**src/rtl/mesi_pkg.sv**
```systemverilog
// Shared types of the snooping cache controller: line states and bus commands.
package mesi_pkg;
    typedef enum logic [1:0] {
        ST_I = 2'd0,
        ST_S = 2'd1,
        ST_E = 2'd2,
        ST_M = 2'd3
    } line_st_t;

    typedef enum logic [1:0] {
        CMD_NONE = 2'd0,
        CMD_RD   = 2'd1,
        CMD_RDX  = 2'd2,
        CMD_WB   = 2'd3
    } bus_cmd_t;
endpackage

```
**src/rtl/mesi_line_store.sv**
```systemverilog
// Direct-mapped line storage (state, tag, one data word) with two access ports.
// Port A (request side) reads and writes whole lines; port B (snoop side) reads
// lines and rewrites only the state. Assumes the two ports never write the same
// index in the same cycle; if they do, port A wins.
module mesi_line_store
    import mesi_pkg::*;
#(
    parameter int IDX_W  = 2,
    parameter int TAG_W  = 10,
    parameter int DATA_W = 32
) (
    input  logic              clk,
    input  logic              rst_n,
    input  logic [IDX_W-1:0]  a_idx_i,
    output line_st_t          a_st_o,
    output logic [TAG_W-1:0]  a_tag_o,
    output logic [DATA_W-1:0] a_data_o,
    input  logic              a_we_i,
    input  line_st_t          a_st_i,
    input  logic [TAG_W-1:0]  a_tag_i,
    input  logic [DATA_W-1:0] a_data_i,
    input  logic [IDX_W-1:0]  b_idx_i,
    output line_st_t          b_st_o,
    output logic [TAG_W-1:0]  b_tag_o,
    output logic [DATA_W-1:0] b_data_o,
    input  logic              b_we_i,
    input  line_st_t          b_st_i
);
    localparam int LINES = 1 << IDX_W;

    line_st_t          st_arr   [LINES];
    logic [TAG_W-1:0]  tag_arr  [LINES];
    logic [DATA_W-1:0] data_arr [LINES];

    for (genvar i = 0; i < LINES; i++) begin : g_line
        line_st_t st_r;
        // Per-line state register, reset to Invalid.
        always_ff @(posedge clk) begin
            if (!rst_n)
                st_r <= ST_I;
            else if (a_we_i && a_idx_i == IDX_W'(i))
                st_r <= a_st_i;
            else if (b_we_i && b_idx_i == IDX_W'(i))
                st_r <= b_st_i;
        end
        assign st_arr[i] = st_r;
    end

    // Tag and data words: written only by the request port, no reset needed.
    always_ff @(posedge clk) begin
        if (a_we_i) begin
            tag_arr[a_idx_i]  <= a_tag_i;
            data_arr[a_idx_i] <= a_data_i;
        end
    end

    assign a_st_o   = st_arr[a_idx_i];
    assign a_tag_o  = tag_arr[a_idx_i];
    assign a_data_o = data_arr[a_idx_i];
    assign b_st_o   = st_arr[b_idx_i];
    assign b_tag_o  = tag_arr[b_idx_i];
    assign b_data_o = data_arr[b_idx_i];
endmodule

```
**src/rtl/mesi_snoop.sv**
```systemverilog
// Snoop side: registers another controller's address phase, then in the next
// cycle looks the line up, votes on the shared line, flushes dirty data and
// demotes or invalidates the line. Assumes an atomic bus: no address phase of
// this controller coincides with the lookup cycle.
module mesi_snoop
    import mesi_pkg::*;
#(
    parameter int ADDR_W = 12,
    parameter int IDX_W  = 2,
    parameter int DATA_W = 32
) (
    input  logic                    clk,
    input  logic                    rst_n,
    input  logic                    snp_valid_i,
    input  logic [1:0]              snp_cmd_i,
    input  logic [ADDR_W-1:0]       snp_addr_i,
    output logic [IDX_W-1:0]        idx_o,
    input  line_st_t                st_i,
    input  logic [ADDR_W-IDX_W-1:0] tag_i,
    input  logic [DATA_W-1:0]       data_i,
    output logic                    st_we_o,
    output line_st_t                st_new_o,
    output logic                    vote_o,
    output logic                    flush_o,
    output logic [DATA_W-1:0]       flush_data_o,
    output logic                    busy_o
);
    localparam int TAG_W = ADDR_W - IDX_W;

    logic              q_v;
    bus_cmd_t          q_cmd;
    logic [ADDR_W-1:0] q_addr;
    logic              hit;

    // Capture the snooped address phase for a lookup in the next cycle.
    always_ff @(posedge clk) begin
        if (!rst_n) begin
            q_v    <= 1'b0;
            q_cmd  <= CMD_NONE;
            q_addr <= '0;
        end else begin
            q_v    <= snp_valid_i;
            q_cmd  <= bus_cmd_t'(snp_cmd_i);
            q_addr <= snp_addr_i;
        end
    end

    assign idx_o        = q_addr[IDX_W-1:0];
    assign hit          = q_v && (st_i != ST_I) && (tag_i == q_addr[ADDR_W-1 -: TAG_W]);
    assign vote_o       = hit && (q_cmd == CMD_RD);
    assign flush_o      = hit && (st_i == ST_M) && (q_cmd == CMD_RD || q_cmd == CMD_RDX);
    assign flush_data_o = data_i;
    assign busy_o       = q_v;

    // Next state of the snooped line: reads demote owners, ownership requests invalidate.
    always_comb begin
        st_we_o  = 1'b0;
        st_new_o = st_i;
        if (hit) begin
            case (q_cmd)
                CMD_RD: if (st_i != ST_S) begin
                    st_we_o  = 1'b1;
                    st_new_o = ST_S;
                end
                CMD_RDX: begin
                    st_we_o  = 1'b1;
                    st_new_o = ST_I;
                end
                default: ;
            endcase
        end
    end
endmodule

```
**src/rtl/mesi_req_fsm.sv**
```systemverilog
// Request side: serves one processor access at a time. Hits complete locally;
// misses, and writes to Shared lines, win the bus, optionally write back a dirty
// victim, issue a read or read-for-ownership, sample the shared line one cycle
// after their own address phase and install the fill. Assumes the arbiter never
// grants in the cycle that follows another controller's address phase.
module mesi_req_fsm
    import mesi_pkg::*;
#(
    parameter int ADDR_W = 12,
    parameter int IDX_W  = 2,
    parameter int DATA_W = 32
) (
    input  logic                    clk,
    input  logic                    rst_n,
    input  logic                    cpu_req_i,
    input  logic                    cpu_we_i,
    input  logic [ADDR_W-1:0]       cpu_addr_i,
    input  logic [DATA_W-1:0]       cpu_wdata_i,
    output logic                    cpu_ready_o,
    output logic [DATA_W-1:0]       cpu_rdata_o,
    input  logic                    snoop_busy_i,
    output logic [IDX_W-1:0]        idx_o,
    input  line_st_t                st_i,
    input  logic [ADDR_W-IDX_W-1:0] tag_i,
    input  logic [DATA_W-1:0]       data_i,
    output logic                    we_o,
    output line_st_t                st_new_o,
    output logic [ADDR_W-IDX_W-1:0] tag_new_o,
    output logic [DATA_W-1:0]       data_new_o,
    output logic                    bus_req_o,
    input  logic                    bus_gnt_i,
    output logic                    bus_av_o,
    output logic [1:0]              bus_cmd_o,
    output logic [ADDR_W-1:0]       bus_addr_o,
    output logic [DATA_W-1:0]       bus_data_o,
    input  logic                    bus_shared_i,
    input  logic                    bus_dvalid_i,
    input  logic [DATA_W-1:0]       bus_data_i
);
    localparam int TAG_W = ADDR_W - IDX_W;

    typedef enum logic [2:0] {
        F_IDLE, F_WB, F_REQ, F_SHR, F_DATA, F_DONE
    } fsm_t;

    fsm_t              fsm_q, fsm_d;
    logic              op_we;
    logic [ADDR_W-1:0] op_addr;
    logic [DATA_W-1:0] op_wdata;
    logic              shr_q;
    logic              accept;
    logic              hit;
    logic [TAG_W-1:0]  cpu_tag;

    assign cpu_tag     = cpu_addr_i[ADDR_W-1 -: TAG_W];
    assign accept      = (fsm_q == F_IDLE) && cpu_req_i && !snoop_busy_i;
    assign idx_o       = (fsm_q == F_IDLE) ? cpu_addr_i[IDX_W-1:0] : op_addr[IDX_W-1:0];
    assign hit         = (st_i != ST_I) && (tag_i == cpu_tag);
    assign bus_req_o   = (fsm_q == F_WB) || (fsm_q == F_REQ);
    assign cpu_ready_o = (fsm_q == F_DONE);

    // Next state, line-store writes and address-phase drive.
    always_comb begin
        fsm_d      = fsm_q;
        we_o       = 1'b0;
        st_new_o   = ST_I;
        tag_new_o  = op_addr[ADDR_W-1 -: TAG_W];
        data_new_o = op_wdata;
        bus_av_o   = 1'b0;
        bus_cmd_o  = CMD_NONE;
        bus_addr_o = op_addr;
        bus_data_o = data_i;
        case (fsm_q)
            F_IDLE: if (accept) begin
                if (hit && !cpu_we_i) begin
                    fsm_d = F_DONE;
                end else if (hit && (st_i == ST_E || st_i == ST_M)) begin
                    we_o       = 1'b1;
                    st_new_o   = ST_M;
                    tag_new_o  = cpu_tag;
                    data_new_o = cpu_wdata_i;
                    fsm_d      = F_DONE;
                end else if (!hit && st_i == ST_M) begin
                    fsm_d = F_WB;
                end else begin
                    fsm_d = F_REQ;
                end
            end
            F_WB: if (bus_gnt_i) begin
                if (st_i == ST_M) begin
                    bus_av_o   = 1'b1;
                    bus_cmd_o  = CMD_WB;
                    bus_addr_o = {tag_i, op_addr[IDX_W-1:0]};
                    we_o       = 1'b1;
                    st_new_o   = ST_I;
                    tag_new_o  = tag_i;
                    data_new_o = data_i;
                end
                fsm_d = F_REQ;
            end
            F_REQ: if (bus_gnt_i) begin
                bus_av_o  = 1'b1;
                bus_cmd_o = op_we ? CMD_RDX : CMD_RD;
                fsm_d     = F_SHR;
            end
            F_SHR: fsm_d = F_DATA;
            F_DATA: if (bus_dvalid_i) begin
                we_o       = 1'b1;
                st_new_o   = op_we ? ST_M : (shr_q ? ST_S : ST_E);
                data_new_o = op_we ? op_wdata : bus_data_i;
                fsm_d      = F_DONE;
            end
            default: fsm_d = F_IDLE;
        endcase
    end

    // State register, operation latch, vote sample and read data.
    always_ff @(posedge clk) begin
        if (!rst_n) begin
            fsm_q       <= F_IDLE;
            op_we       <= 1'b0;
            op_addr     <= '0;
            op_wdata    <= '0;
            shr_q       <= 1'b0;
            cpu_rdata_o <= '0;
        end else begin
            fsm_q <= fsm_d;
            if (accept) begin
                op_we    <= cpu_we_i;
                op_addr  <= cpu_addr_i;
                op_wdata <= cpu_wdata_i;
                if (hit && !cpu_we_i)
                    cpu_rdata_o <= data_i;
            end
            if (fsm_q == F_SHR)
                shr_q <= bus_shared_i;
            if (fsm_q == F_DATA && bus_dvalid_i)
                cpu_rdata_o <= op_we ? op_wdata : bus_data_i;
        end
    end
endmodule

```
**src/rtl/mesi_cache.sv**
```systemverilog
// Top of the snooping write-back cache controller: joins the line store, the
// request side and the snoop side. Memory inhibit follows every flush of dirty
// data. Assumes an atomic bus with one address phase at a time.
module mesi_cache
    import mesi_pkg::*;
#(
    parameter int ADDR_W = 12,
    parameter int IDX_W  = 2,
    parameter int DATA_W = 32
) (
    input  logic              clk,
    input  logic              rst_n,
    input  logic              cpu_req_i,
    input  logic              cpu_we_i,
    input  logic [ADDR_W-1:0] cpu_addr_i,
    input  logic [DATA_W-1:0] cpu_wdata_i,
    output logic              cpu_ready_o,
    output logic [DATA_W-1:0] cpu_rdata_o,
    output logic              bus_req_o,
    input  logic              bus_gnt_i,
    output logic              bus_av_o,
    output logic [1:0]        bus_cmd_o,
    output logic [ADDR_W-1:0] bus_addr_o,
    output logic [DATA_W-1:0] bus_data_o,
    input  logic              bus_shared_i,
    input  logic              bus_dvalid_i,
    input  logic [DATA_W-1:0] bus_data_i,
    input  logic              snp_valid_i,
    input  logic [1:0]        snp_cmd_i,
    input  logic [ADDR_W-1:0] snp_addr_i,
    output logic              shared_o,
    output logic              flush_o,
    output logic [DATA_W-1:0] flush_data_o,
    output logic              mem_inhibit_o
);
    localparam int TAG_W = ADDR_W - IDX_W;

    logic [IDX_W-1:0]  a_idx, b_idx;
    line_st_t          a_st, b_st, a_st_new, b_st_new;
    logic [TAG_W-1:0]  a_tag, b_tag, a_tag_new;
    logic [DATA_W-1:0] a_data, b_data, a_data_new;
    logic              a_we, b_we, snp_busy;

    mesi_line_store #(.IDX_W(IDX_W), .TAG_W(TAG_W), .DATA_W(DATA_W)) u_store (
        .clk(clk), .rst_n(rst_n),
        .a_idx_i(a_idx), .a_st_o(a_st), .a_tag_o(a_tag), .a_data_o(a_data),
        .a_we_i(a_we), .a_st_i(a_st_new), .a_tag_i(a_tag_new), .a_data_i(a_data_new),
        .b_idx_i(b_idx), .b_st_o(b_st), .b_tag_o(b_tag), .b_data_o(b_data),
        .b_we_i(b_we), .b_st_i(b_st_new)
    );

    mesi_req_fsm #(.ADDR_W(ADDR_W), .IDX_W(IDX_W), .DATA_W(DATA_W)) u_req (
        .clk(clk), .rst_n(rst_n),
        .cpu_req_i(cpu_req_i), .cpu_we_i(cpu_we_i), .cpu_addr_i(cpu_addr_i),
        .cpu_wdata_i(cpu_wdata_i), .cpu_ready_o(cpu_ready_o), .cpu_rdata_o(cpu_rdata_o),
        .snoop_busy_i(snp_busy),
        .idx_o(a_idx), .st_i(a_st), .tag_i(a_tag), .data_i(a_data),
        .we_o(a_we), .st_new_o(a_st_new), .tag_new_o(a_tag_new), .data_new_o(a_data_new),
        .bus_req_o(bus_req_o), .bus_gnt_i(bus_gnt_i), .bus_av_o(bus_av_o),
        .bus_cmd_o(bus_cmd_o), .bus_addr_o(bus_addr_o), .bus_data_o(bus_data_o),
        .bus_shared_i(bus_shared_i), .bus_dvalid_i(bus_dvalid_i), .bus_data_i(bus_data_i)
    );

    mesi_snoop #(.ADDR_W(ADDR_W), .IDX_W(IDX_W), .DATA_W(DATA_W)) u_snoop (
        .clk(clk), .rst_n(rst_n),
        .snp_valid_i(snp_valid_i), .snp_cmd_i(snp_cmd_i), .snp_addr_i(snp_addr_i),
        .idx_o(b_idx), .st_i(b_st), .tag_i(b_tag), .data_i(b_data),
        .st_we_o(b_we), .st_new_o(b_st_new),
        .vote_o(shared_o), .flush_o(flush_o), .flush_data_o(flush_data_o),
        .busy_o(snp_busy)
    );

    assign mem_inhibit_o = flush_o;
endmodule

```
**config.mk**
```make
export PLATFORM = sky130hd
export DESIGN_NAME = mesi_cache
export DESIGN_NICKNAME = d
export VERILOG_FILES = /design/src/rtl/mesi_pkg.sv /design/src/rtl/mesi_line_store.sv /design/src/rtl/mesi_snoop.sv /design/src/rtl/mesi_req_fsm.sv /design/src/rtl/mesi_cache.sv
export SDC_FILE = /design/constraint.sdc
export NUM_CORES = 1
export LEC_CHECK = 0
export BUFFER_PORTS_ARGS = -buffer_cell sky130_fd_sc_hd__buf_2
export CORE_ASPECT_RATIO = 0.5
export CORE_MARGIN = 3
export CORE_UTILIZATION = 50
export DETAILED_ROUTE_END_ITERATION = 7
export MAX_ROUTING_LAYER = met4
export PLACE_DENSITY_LB_ADDON = 0.3
export SLEW_MARGIN = 30
export SYNTH_ARGS = -nofsm -noshare
export SYNTH_HDL_FRONTEND = slang
export SYNTH_SLANG_ARGS = --single-unit
```
**constraint.sdc**
```tcl
create_clock -name clk -period 9.1 [get_ports clk]
set_input_delay 0.455 -clock clk [delete_from_list [all_inputs] [get_ports clk]]
set_output_delay 0.455 -clock clk [all_outputs]
set_load 0.01 [all_outputs]
```
---- Yosys cells after proc, flatten, opt, wreduce, memory -nomap -nowiden ----
Memories as Yosys holds them, arrays and structs flattened. A register that Yosys moved wholly into a read port is not among the register bits.
Cells that the tools add are included.
operators by class
  magnitude comparators ................... 2
  eq/ne operators ......................... 23
  multiplexer cells ....................... 74
  bitwise logic cells ..................... 2
  reductions and logical operators ........ 39
operators with widths
  kind                  number
  $mux W32              10
  $pmux W32 S3          1
  $mux W2               28
  $mux W10              5
  $mux W12              3
  $eq A10 B10 Y1        2
  $logic_and A1 B1 Y1   20
  $pmux W10 S2          1
  $mux W3               6
  $eq A2 B2 Y1 const B  8
  $reduce_bool A2 Y1    8
  $pmux W3 S5           1
  $pmux W2 S2           3
  $mux W1               11
  $bmux W2 S2           2
  $eq A2 B1 Y1 const B  3
  $eq A3 B2 Y1 const B  2
  $eq A3 B3 Y1 const B  2
  $ge A3 B3 Y1 const B  2
  $ne A2 B2 Y1 const B  3
  $not A2 Y3            2
  $logic_not A2 Y1      2
  $ne A2 B1 Y1 const B  2
  $pmux W1 S2           2
  7 further kinds       11
storage, ports and cells
  bits in registers ....................... 104
  bits in writable memories ............... 168
  bits of input ports ..................... 98
  output and inout port bits .............. 116
  word-level logic and storage cells ...... 155
  memories kept ........................... 2
memory list
  name              words  bits a word  read ports  clocked after Yosys merged registers in  write ports  RTL line               source
  u_store.data_arr  4      32           2           1                                        1            mesi_line_store.sv:33  logic [DATA_W-1:0] data_arr [LINES];
  u_store.tag_arr   4      10           2           1                                        1            mesi_line_store.sv:32  logic [TAG_W-1:0] tag_arr [LINES];

---- Longest topological paths before layout ----
Gate-level depths: netlist (run 1).
  depth in word-level cells ............... 15
  mapped depth ............................ 12
  mapped depth without buffers ............ 7

---- By module ----
A second synthesis (run 1) with hierarchy kept.
second synthesis, totals
  cells, all modules ...................... 1114
  area total of the unflattened synthesis .. 13777.0 µm²
modules (own cells, without submodules)
  module           times used  cells each  area each (µm²)  sequential area each (µm²)
  mesi_line_store  1           320         7562.3           5205.0
  mesi_req_fsm     1           699         5322.6           1621.6
  mesi_snoop       1           94          884.6            300.3
  mesi_cache       1           1           7.5              0.0

---- Least setup slack after synthesis (run 1) ----
No wires, ideal clock.
  path kind ............................... input port to flip-flop
  start ................................... input port cpu_addr_i[0]
  end ..................................... register u_store.g_line[1].st_r[1]
  setup time .............................. 0.288 ns
  arrival time ............................ 5.675 ns
  data required time ...................... 8.812 ns
  path slack .............................. 3.137 ns
  stages on the path ...................... 9
  buffers on the path ..................... 2
  cell sequence ........................... buf_6 -> buf_6 -> mux4_1 -> mux2i_1 -> xnor2_1 -> a2111oi_4 -> nand4_4 -> a211oi_1 -> o22ai_1
between the ends
  cells in the longest elaborated chain, start to end .. 14
  elaborated cells on any way between the ends .. 28
  classes of those cells .................. eq/ne: 4; mux: 15; bitwise: 1; reduce/logical: 7; memory: 1
RTL lines
  element                                                    RTL line                                source
  from (decl)                                                mesi_cache.sv:15                        input logic [ADDR_W-1:0] cpu_addr_i,
  $mux W2 (*)                                                mesi_req_fsm.sv:57                      assign idx_o = (fsm_q == F_IDLE) ? cpu_addr_i[IDX_W-1:0] : op_addr[IDX_W-1:0];
  $not A2 Y3 (implied by the code)                           mesi_line_store.sv:57                   assign a_st_o = st_arr[a_idx_i];
  $bmux W2 S2                                                mesi_line_store.sv:57
  $mux W2 (implied by the code) (2 in series)                mesi_line_store.sv:57
  $eq A2 B2 Y1 (tied with other cells)                       mesi_req_fsm.sv:77                      end else if (hit && (st_i == ST_E || st_i == ST_M)) begin
  $logic_or A1 B1 Y1 or $logic_and A1 B1 Y1 (tied branches)  mesi_req_fsm.sv:77, mesi_req_fsm.sv:58
  $logic_and A1 B1 Y1                                        mesi_req_fsm.sv:77
  $mux W1                                                    mesi_req_fsm.sv:77
  $mux W1                                                    mesi_req_fsm.sv:75                      if (hit && !cpu_we_i) begin
  $mux W1                                                    mesi_req_fsm.sv:74                      F_IDLE: if (accept) begin
  $pmux W1 S3                                                mesi_req_fsm.sv:73                      case (fsm_q)
  $logic_and A1 B1 Y1                                        mesi_line_store.sv:41                   else if (a_we_i && a_idx_i == IDX_W'(i))
  $mux W2 or $reduce_bool A2 Y1 (tied branches)              -
  to (signal assigned)                                       mesi_line_store.sv:42                   st_r <= a_st_i;
  to (signal assigned)                                       mesi_line_store.sv:44                   st_r <= b_st_i;
  to (decl)                                                  mesi_line_store.sv:36                   line_st_t st_r;
Mark *: on every way between the ends. The rest lies on a longest branch, timed or not. The select of a mux whose other input is x is not followed.
A chain may end at the register's enable or synchronous reset.

---- Final worst setup path (run 1) ----
  start ................................... register u_req.fsm_q[2]
  end ..................................... output port bus_addr_o[2]
between the ends
  cells in the longest elaborated chain, start to end .. 10
  elaborated cells on any way between the ends .. 12
  classes of those cells .................. eq/ne: 2; mux: 7; bitwise: 1; reduce/logical: 1; memory: 1
RTL lines
  element                                      RTL line               source
  from (decl)                                  mesi_req_fsm.sv:46     fsm_t fsm_q, fsm_d;
  from (signal assigned)                       mesi_req_fsm.sv:127    fsm_q <= fsm_d;
  $logic_not A3 Y1                             mesi_req_fsm.sv:57
  $mux W2                                      mesi_req_fsm.sv:57
  $not A2 Y3 (implied by the code)             mesi_line_store.sv:57
  $bmux W2 S2                                  mesi_line_store.sv:57
  $mux W2 (implied by the code) (2 in series)  mesi_line_store.sv:57
  $eq A2 B2 Y1                                 mesi_req_fsm.sv:90     if (st_i == ST_M) begin
  $mux W12                                     mesi_req_fsm.sv:90
  $mux W12                                     mesi_req_fsm.sv:89     F_WB: if (bus_gnt_i) begin
  $mux W12 (*)                                 mesi_req_fsm.sv:73
  to (decl)                                    mesi_cache.sv:23       output logic [ADDR_W-1:0] bus_addr_o,
Marks and branches as above.

==> results by group, run 1 <==
Finish
  • Area grow syn2layout: 14.1%
  • Layout cells sized above 1: ~26%
  • Nets: around 1.6k
  • Fin util: between 50 and 60%

Place
  • GPL Wtd Cong: between 0.9 and 1
  • Dpl hpwl: roughly 27000 um
  • Port bufs: roughly 210

Routing
  • DR iter-0 viols: 1102
  • Drc violations: 0
  • Via/cell ratio: ~6.5
  • WL per Instance: about 23 um
  • Final wirelength: around 44000 um
  • DR vias: roughly 12k
  • Post-route ant nets: 0
  • Number of iterations in the first detailed-routing pass: 6

Setup path
  • R2R Path End: u_store.data_arr[0][18]
  • Crit Path Max Fanout: 41
  • CP Depth: 8
  • Delay-heaviest family, CP: simple AND/OR/NAND/NOR gates
  • CP required: approximately 8.7 ns
  • End point of the critical path: bus_addr_o[2]
  • WS Path Type: register to output port
  • Buf/Inv on CP: 2
  • Reg-to-reg slack, setup: 4.41 ns
  • CP Cell Sequence: or3_1 -> mux2_2 -> and3_2 -> buf_4 -> nand2_1 -> a21oi_1 -> a21o_1 -> buf_2
  • Crit-path max cell delay: 0.84 ns
  • Worst reg-to-reg path cell count: 8
  • Worst Setup End Kind: output port
  • Slowest CP cell: dfxtp_1
  • Worst r2r src: u_req.fsm_q[2]
  • CP startpoint kind: register
  • CP Data Arrival Time: about 4.5 ns
  • Crit. Startpoint: u_req.fsm_q[2]

Floorplan
  • Core box area: roughly 0.029 mm^2
  • Num ports: between 200 and 250
  • Initial Util: about 52%
  • Die footprint: 0.0321 mm^2
  • Die extent in y: 128 um
  • Die width: 250 um
  • Site row count: between 40 and 50

Global route
  • Grt total ovfl: 0
  • Largest net degree at the start of global routing: slightly above 70
  • First-pass GRT wire length: roughly 67000 um
  • GRT Total Usage: 27.2%
  • Vias in the first global route: roughly 12k
  • Antenna violations before repair: 1

Pwr
  • Maximum VDD drop: between 0.00015 and 0.0002 V
  • Switching power: roughly 1.6 mW
  • PwrDens: between 200 and 300 mW/mm^2
  • Sequential share of power: 36.6%
  • Comb power frac: a little under two fifths
  • Switching Share: 36.4%
  • Pint: 2.75 mW
  • Leakage: 6.30 nW
  • Clock network power share: roughly 26%

Timing
  • Total Neg Setup Slack: 0 ns
  • Worst slew margin: 39.6%
  • Final Skew: about 0.02 ns
  • Final setup vio count: 0
  • Final count of hold timing violations: 0
  • Fin. max-slew vios: 0
  • Final Cycle Share: 54.4%
  • Tmin final: ~4.9 ns
  • RSZ-0062 raised after global routing: no
  • Worst Tran Pin Value: between 0.9 and 1 ns
  • FMAX: approximately 0.20 GHz

CTS
  • CTS Buf Count: 25
  • Root buf cell: clkbuf_16
  • Post-CTS resize count: 0
  • Sink Count: 272
  • Clk_lat worst skew: about 0.55 ns
  • H-tree Lvls: 1
  • # hold bufs at CTS: 0
  • Clock slew seen by the registers of the worst setup and hold paths: ~0.070 ns
  • Longest Clk Path Bufs: 3
  • CTS tree: done
  • Post-CTS Setup Bufs: 0

Logic synthesis
  • Cell taking the most area after synthesis: edfxtp_1
  • Number of synthesized flops with an enable pin: about 170
  • Avg Inst Size Synth: 11.3 um^2
  • Yosys warns: 0
  • Synth cell types: between 60 and 70
  • Largest family of logic cells by synthesized area: multiplexers
  • Synthesis-stage register bit count: approximately 270
  • Syn Std Cell Area: approximately 0.015 mm^2
  • Top_reg_cell synth: edfxtp_1
  • Adder-cell share of the synthesized area: less than 1%
  • Mux contribution to synthesized area: 20.2%
  • Synth top area cells: edfxtp_1 34%, dfxtp_1 14%, mux2i_1 9.5%
  • Synth Area in Compound Gates: between 10% and 20%
  • Seq/Total Area, Yosys: a little under half
  • XOR/XNOR share of the synthesized area: between 1.5 and 2%
  • Post-Synthesis Net Count: 1421
  • FFs w/ async S/R, synth: 0%
  • Synth Instances: between 1k and 1.5k
  • Synth top area share: 33.8%
  • Simple logic cell fraction of the synthesized area: 9.71%

Min path
  • Class of the worst hold path: input pin to register

Status
  • Status: complete, no violations

Flow run
  • Max Cap Viol: 0
==> registers in the layout (all words and copies together) (netlist names) <==
name / cells
u_store.tag_arr: 40
u_snoop.q_cmd: 2
u_req.fsm_q: 3
u_snoop.q_addr: 12
u_req.op_addr: 12
u_store.data_arr: 128
u_store.g_line.st_r: 8
u_req.op_wdata: 32
u_req.shr_q: 1
u_req.cpu_rdata_o: 32
u_req.op_we: 1
u_snoop.busy_o: 1
==> worst min path at each step <==
stage | from | end | slack (ns) | cells past startpoint
2_1_floorplan | u_req.op_addr[10] | u_req.op_addr[10] | 0.45 | 2
5_1_grt | snp_cmd_i[1] | u_snoop.q_cmd[1] | 0.12 | 2
6_report | snp_addr_i[0] | u_snoop.q_addr[0] | 0.13 | 2
4_1_cts | snp_cmd_i[1] | u_snoop.q_cmd[1] | 0.11 | 2
3_5_place_dp | u_req.cpu_rdata_o[2] | u_req.cpu_rdata_o[2] | 0.45 | 2
3_3_place_gp | u_req.cpu_rdata_o[31] | u_req.cpu_rdata_o[31] | 0.45 | 2
==> layout by cell type (no fill, tap or decap), types with 5 or more instances in the layout <==
cell type,instances
a211o_1,33
a21o_1,11
a21oi_1,125
a221o_1,10
a31o_2,30
a31oi_1,32
a32oi_1,32
and2_1,15
and4_1,5
buf_2,213
buf_4,18
clkbuf_1,7
clkbuf_16,26
dfxtp_1,101
edfxtp_1,168
inv_1,38
mux2i_1,141
mux4_1,14
mux4_2,52
nand2_1,114
nand2b_1,6
nand3_1,70
nand4_1,6
nor2_1,51
nor3_1,5
o21ai_0,46
xnor2_1,22
xor2_1,6
==> metrics by stage <==
stage | power, mW | hold WS (ns) | setup WS (ns) | cell area (um^2) | cells
detailed placement | 3.22 | 0.454 | 4.46 | 16100 | 1818
finish | 4.32 | 0.127 | 4.15 | 17000 | 1866
CTS | 4.32 | 0.113 | 4.22 | 17000 | 1864
global route | 4.52 | 0.122 | 3.97 | 17000 | 1866
floorplan | 2.75 | 0.450 | 3.14 | 14900 | 1321
global placement | 3.16 | 0.447 | 4.59 | 16100 | 1818
==> routing by layer <==
| metal | vias to the layer above | share of wire (%) | global-route usage [%] |
|---|---|---|---|
| met4 | 0 | 3.2 | 9.41 |
| met2 | 565 | 49 | 45.7 |
| met5 | - | 0 | - |
| li1 | 5369 | - | - |
| met3 | 89 | 6.6 | 4.12 |
| met1 | 6083 | 41 | 34.0 |
==> power by group through the flow <==
stage	Clock [mW]	Sequential (mW)	Combinational (mW)
floorplan	0	1.56	1.19
global placement	0	1.60	1.55
detailed placement	0	1.61	1.61
CTS	1.12	1.58	1.62
global route	1.17	1.59	1.76
finish	1.11	1.58	1.64
==> cell usage after synthesis, types with 30 or more instances <==
master    instances
a211o_1          33
a21oi_1         127
a31o_2           30
a31oi_1          32
a32oi_1          32
clkbuf_1         76
dfxtp_1         104
edfxtp_1        168
inv_1            38
mux2i_1         142
mux4_2           52
nand2_1         114
nand3_1          72
nor2_1           52
o21ai_0          46
==> final cells by class <==
cell class / count / area (um^2)
Sequential cell: 272 / 7130
Tap cell: 382 / 478
Multi-Input combinational cell: 893 / 7180
Clock inverter: 11 / 138
Timing Repair Buffer: 233 / 1230
Clock buffer: 35 / 704
Antenna cell: 1 / 2.50
Inverter: 39 / 146
Fill cell: 2306 / 11500
==> cell families (layout without fill, tap and decap cells) <==
| kind of cell | after synthesis | after routing |
|---|---|---|
| xor gates and xnor gates | 28 | 28 |
| and+or+nand+nor | 303 | 303 |
| DFF | 272 | 272 |
| adders and majority gates | 2 | 2 |
| other | 0 | 1 |
| muxes | 212 | 212 |
| buffers and inverters | 156 | 318 |
| AOI/OAI and AO/OA | 348 | 348 |
Power figures use the tool's default switching activity.
==> run 2: changes to the inputs <==
clock period = 4.9 ns   (was 9.1 ns; I/O delays follow)
==> results by group, run 2 (synthesized netlist as in run 1, its figures left out) <==
Setup path
  • Worst Setup End Kind: output port
  • R2R Path End: u_store.data_arr[1][16]
  • CP Data Arrival Time: 4.02 ns
  • CP required: 4.66 ns
  • Worst reg-to-reg path cell count: 8
  • WS Path Type: register to output port
  • Reg-to-reg slack, setup: roughly 0.74 ns
  • Crit Path Max Fanout: between 50 and 60
  • CP startpoint kind: register
  • Worst r2r src: u_req.fsm_q[2]

Global route
  • Grt total ovfl: 0
  • First-pass GRT wire length: 69500 um
  • Vias in the first global route: between 10k and 15k
  • Antenna violations before repair: 3
  • Largest net degree at the start of global routing: 65
  • GRT Total Usage: 28.5%

Place
  • Dpl hpwl: 29300 um
  • Placed Area: 0.0163 mm^2
  • GPL Wtd Cong: 0.926
  • Port bufs: 213

Timing
  • Final setup vio count: 0
  • Worst slew margin: 32.7%
  • Worst Tran Pin Value: between 1 and 1.5 ns
  • Final Skew: 0.0174 ns
  • FMAX: 0.235 GHz
  • Final Cycle Share: between 80% and 90%
  • Total Neg Setup Slack: 0 ns
  • Tmin final: 4.26 ns
  • RSZ-0062 raised after global routing: no
  • Fin. max-slew vios: 0
  • Final count of hold timing violations: 0

Finish
  • Layout cells sized above 1: 25.2%
  • Final Cell Area: around 0.018 mm^2
  • Largest register FFs: 128
  • Commonest non-fill, non-tap cell in the layout: buf_2
  • Most frequent cells in the layout: 213 x buf_2, 168 x edfxtp_1, 141 x mux2i_1
  • Largest regs: u_store.data_arr (128), u_store.tag_arr (40)
  • Area grow syn2layout: 18.4%
  • Nets: 1635
  • Most flops, register: u_store.data_arr

CTS
  • Root buf cell: clkbuf_16
  • CTS tree: done
  • H-tree Lvls: 1
  • Clk_lat worst skew: 0.56 ns
  • Clock slew seen by the registers of the worst setup and hold paths: ~0.070 ns
  • CTS Buf Count: 25
  • Sink Count: ~270
  • Longest Clk Path Bufs: 3

Routing
  • Number of iterations in the first detailed-routing pass: 8
  • DR vias: 12.5k
  • Post-route ant nets: 0
  • Via/cell ratio: approximately 6.4
  • DR iter-0 viols: between 1k and 1.5k
  • WL per Instance: about 23 um
  • Final wirelength: about 45000 um
  • Drc violations: 0

Pwr
  • Clock network power share: approximately 24%
  • Pint: around 5 mW
  • Leakage: 6.59 nW
  • Sequential share of power: between 30 and 40%
  • Switching Share: a little under two fifths
  • Comb power frac: 39.2%
  • Maximum VDD drop: 0.000373 V
  • PwrDens: ~450 mW/mm^2
  • Switching power: approximately 3.0 mW

Floorplan
  • Num ports: roughly 210
  • Die width: roughly 250 um
  • Die extent in y: 128 um
  • Core box area: about 0.029 mm^2
  • Site row count: 43
  • Die footprint: 0.0321 mm^2
  • Initial Util: roughly 52%

Min path
  • Hold path cells: 3
  • Class of the worst hold path: input pin to register
  • Hold Startpoint: cpu_we_i
  • End point of the worst hold path: u_req.op_we

Status
  • Status: complete, no violations

Flow run
  • Max Cap Viol: 0
==> run 2: timing repair <==
item                                    CTS  global route
buffers inserted                          0             0
endpoints found under the setup margin    0             0
hold buffers                             58             0
resized for setup                         0             0
hold endpoints to repair                 58             0
==> run 2: area by class of cell <==
class | instances | area (um^2)
Inverter | 39 | 146
Timing Repair Buffer | 304 | 1930
Multi-Input combinational cell | 893 | 7170
Tap cell | 382 | 478
Sequential cell | 272 | 7130
Fill cell | 2265 | 10900
Antenna cell | 4 | 10.0
Clock inverter | 10 | 85.1
Clock buffer | 36 | 697
==> run 2: worst max path at each step <==
stage | startpoint | endpoint | slack [ns]
3_3_place_gp | u_req.fsm_q[2] | u_store.data_arr[0][23] | 0.89
6_report | u_req.fsm_q[2] | bus_data_o[16] | 0.64
3_5_place_dp | u_req.fsm_q[2] | u_store.data_arr[0][14] | 0.86
2_1_floorplan | u_req.op_addr[0] | u_store.g_line[2].st_r[1] | 0.06
4_1_cts | u_req.fsm_q[2] | bus_data_o[16] | 0.72
5_1_grt | u_req.fsm_q[2] | bus_data_o[16] | 0.47
==> run 2: metal layers <==
layer	wire length [um]	GRT usage (%)	up-vias
met5	0	-	-
met4	1760	10.3	0
met3	4220	4.84	126
met2	21900	46.4	699
met1	17600	36.3	6147
li1	-	-	5514
==> run 2: critical path, stage by stage, from the launching register on <==
cell and delay (ns):
dfxtp_1 0.59, nor3_4 0.71, mux2_4 0.94, buf_4 0.45, mux2i_1 0.12, mux2i_1 0.37
buf_2 0.22
==> run 2: power by group through the flow <==
| stage | Combinational, mW | Sequential [mW] | Clock, mW |
|---|---|---|---|
| after floorplan | 2.22 | 2.89 | 0 |
| after global placement | 2.95 | 2.98 | 0 |
| after detailed placement | 3.04 | 2.99 | 0 |
| after CTS | 3.09 | 2.94 | 1.96 |
| after global routing | 3.37 | 2.96 | 2.06 |
| final | 3.15 | 2.94 | 1.93 |
==> run 2: metrics by stage <==
stage | instances | util [%] | setup WS (ns) | hold slack, ns | power, mW
2_1_floorplan | 1321 | - | 0.0564 | 0.367 | 5.11
3_3_place_gp | 1831 | 57.0 | 0.889 | 0.448 | 5.93
3_5_place_dp | 1831 | 57.0 | 0.862 | 0.449 | 6.03
4_1_cts | 1935 | 61.8 | 0.718 | 0.0106 | 7.99
5_1_grt | 1939 | 61.9 | 0.465 | 0.0320 | 8.40
6_report | 1940 | 61.9 | 0.639 | 0.0450 | 8.03
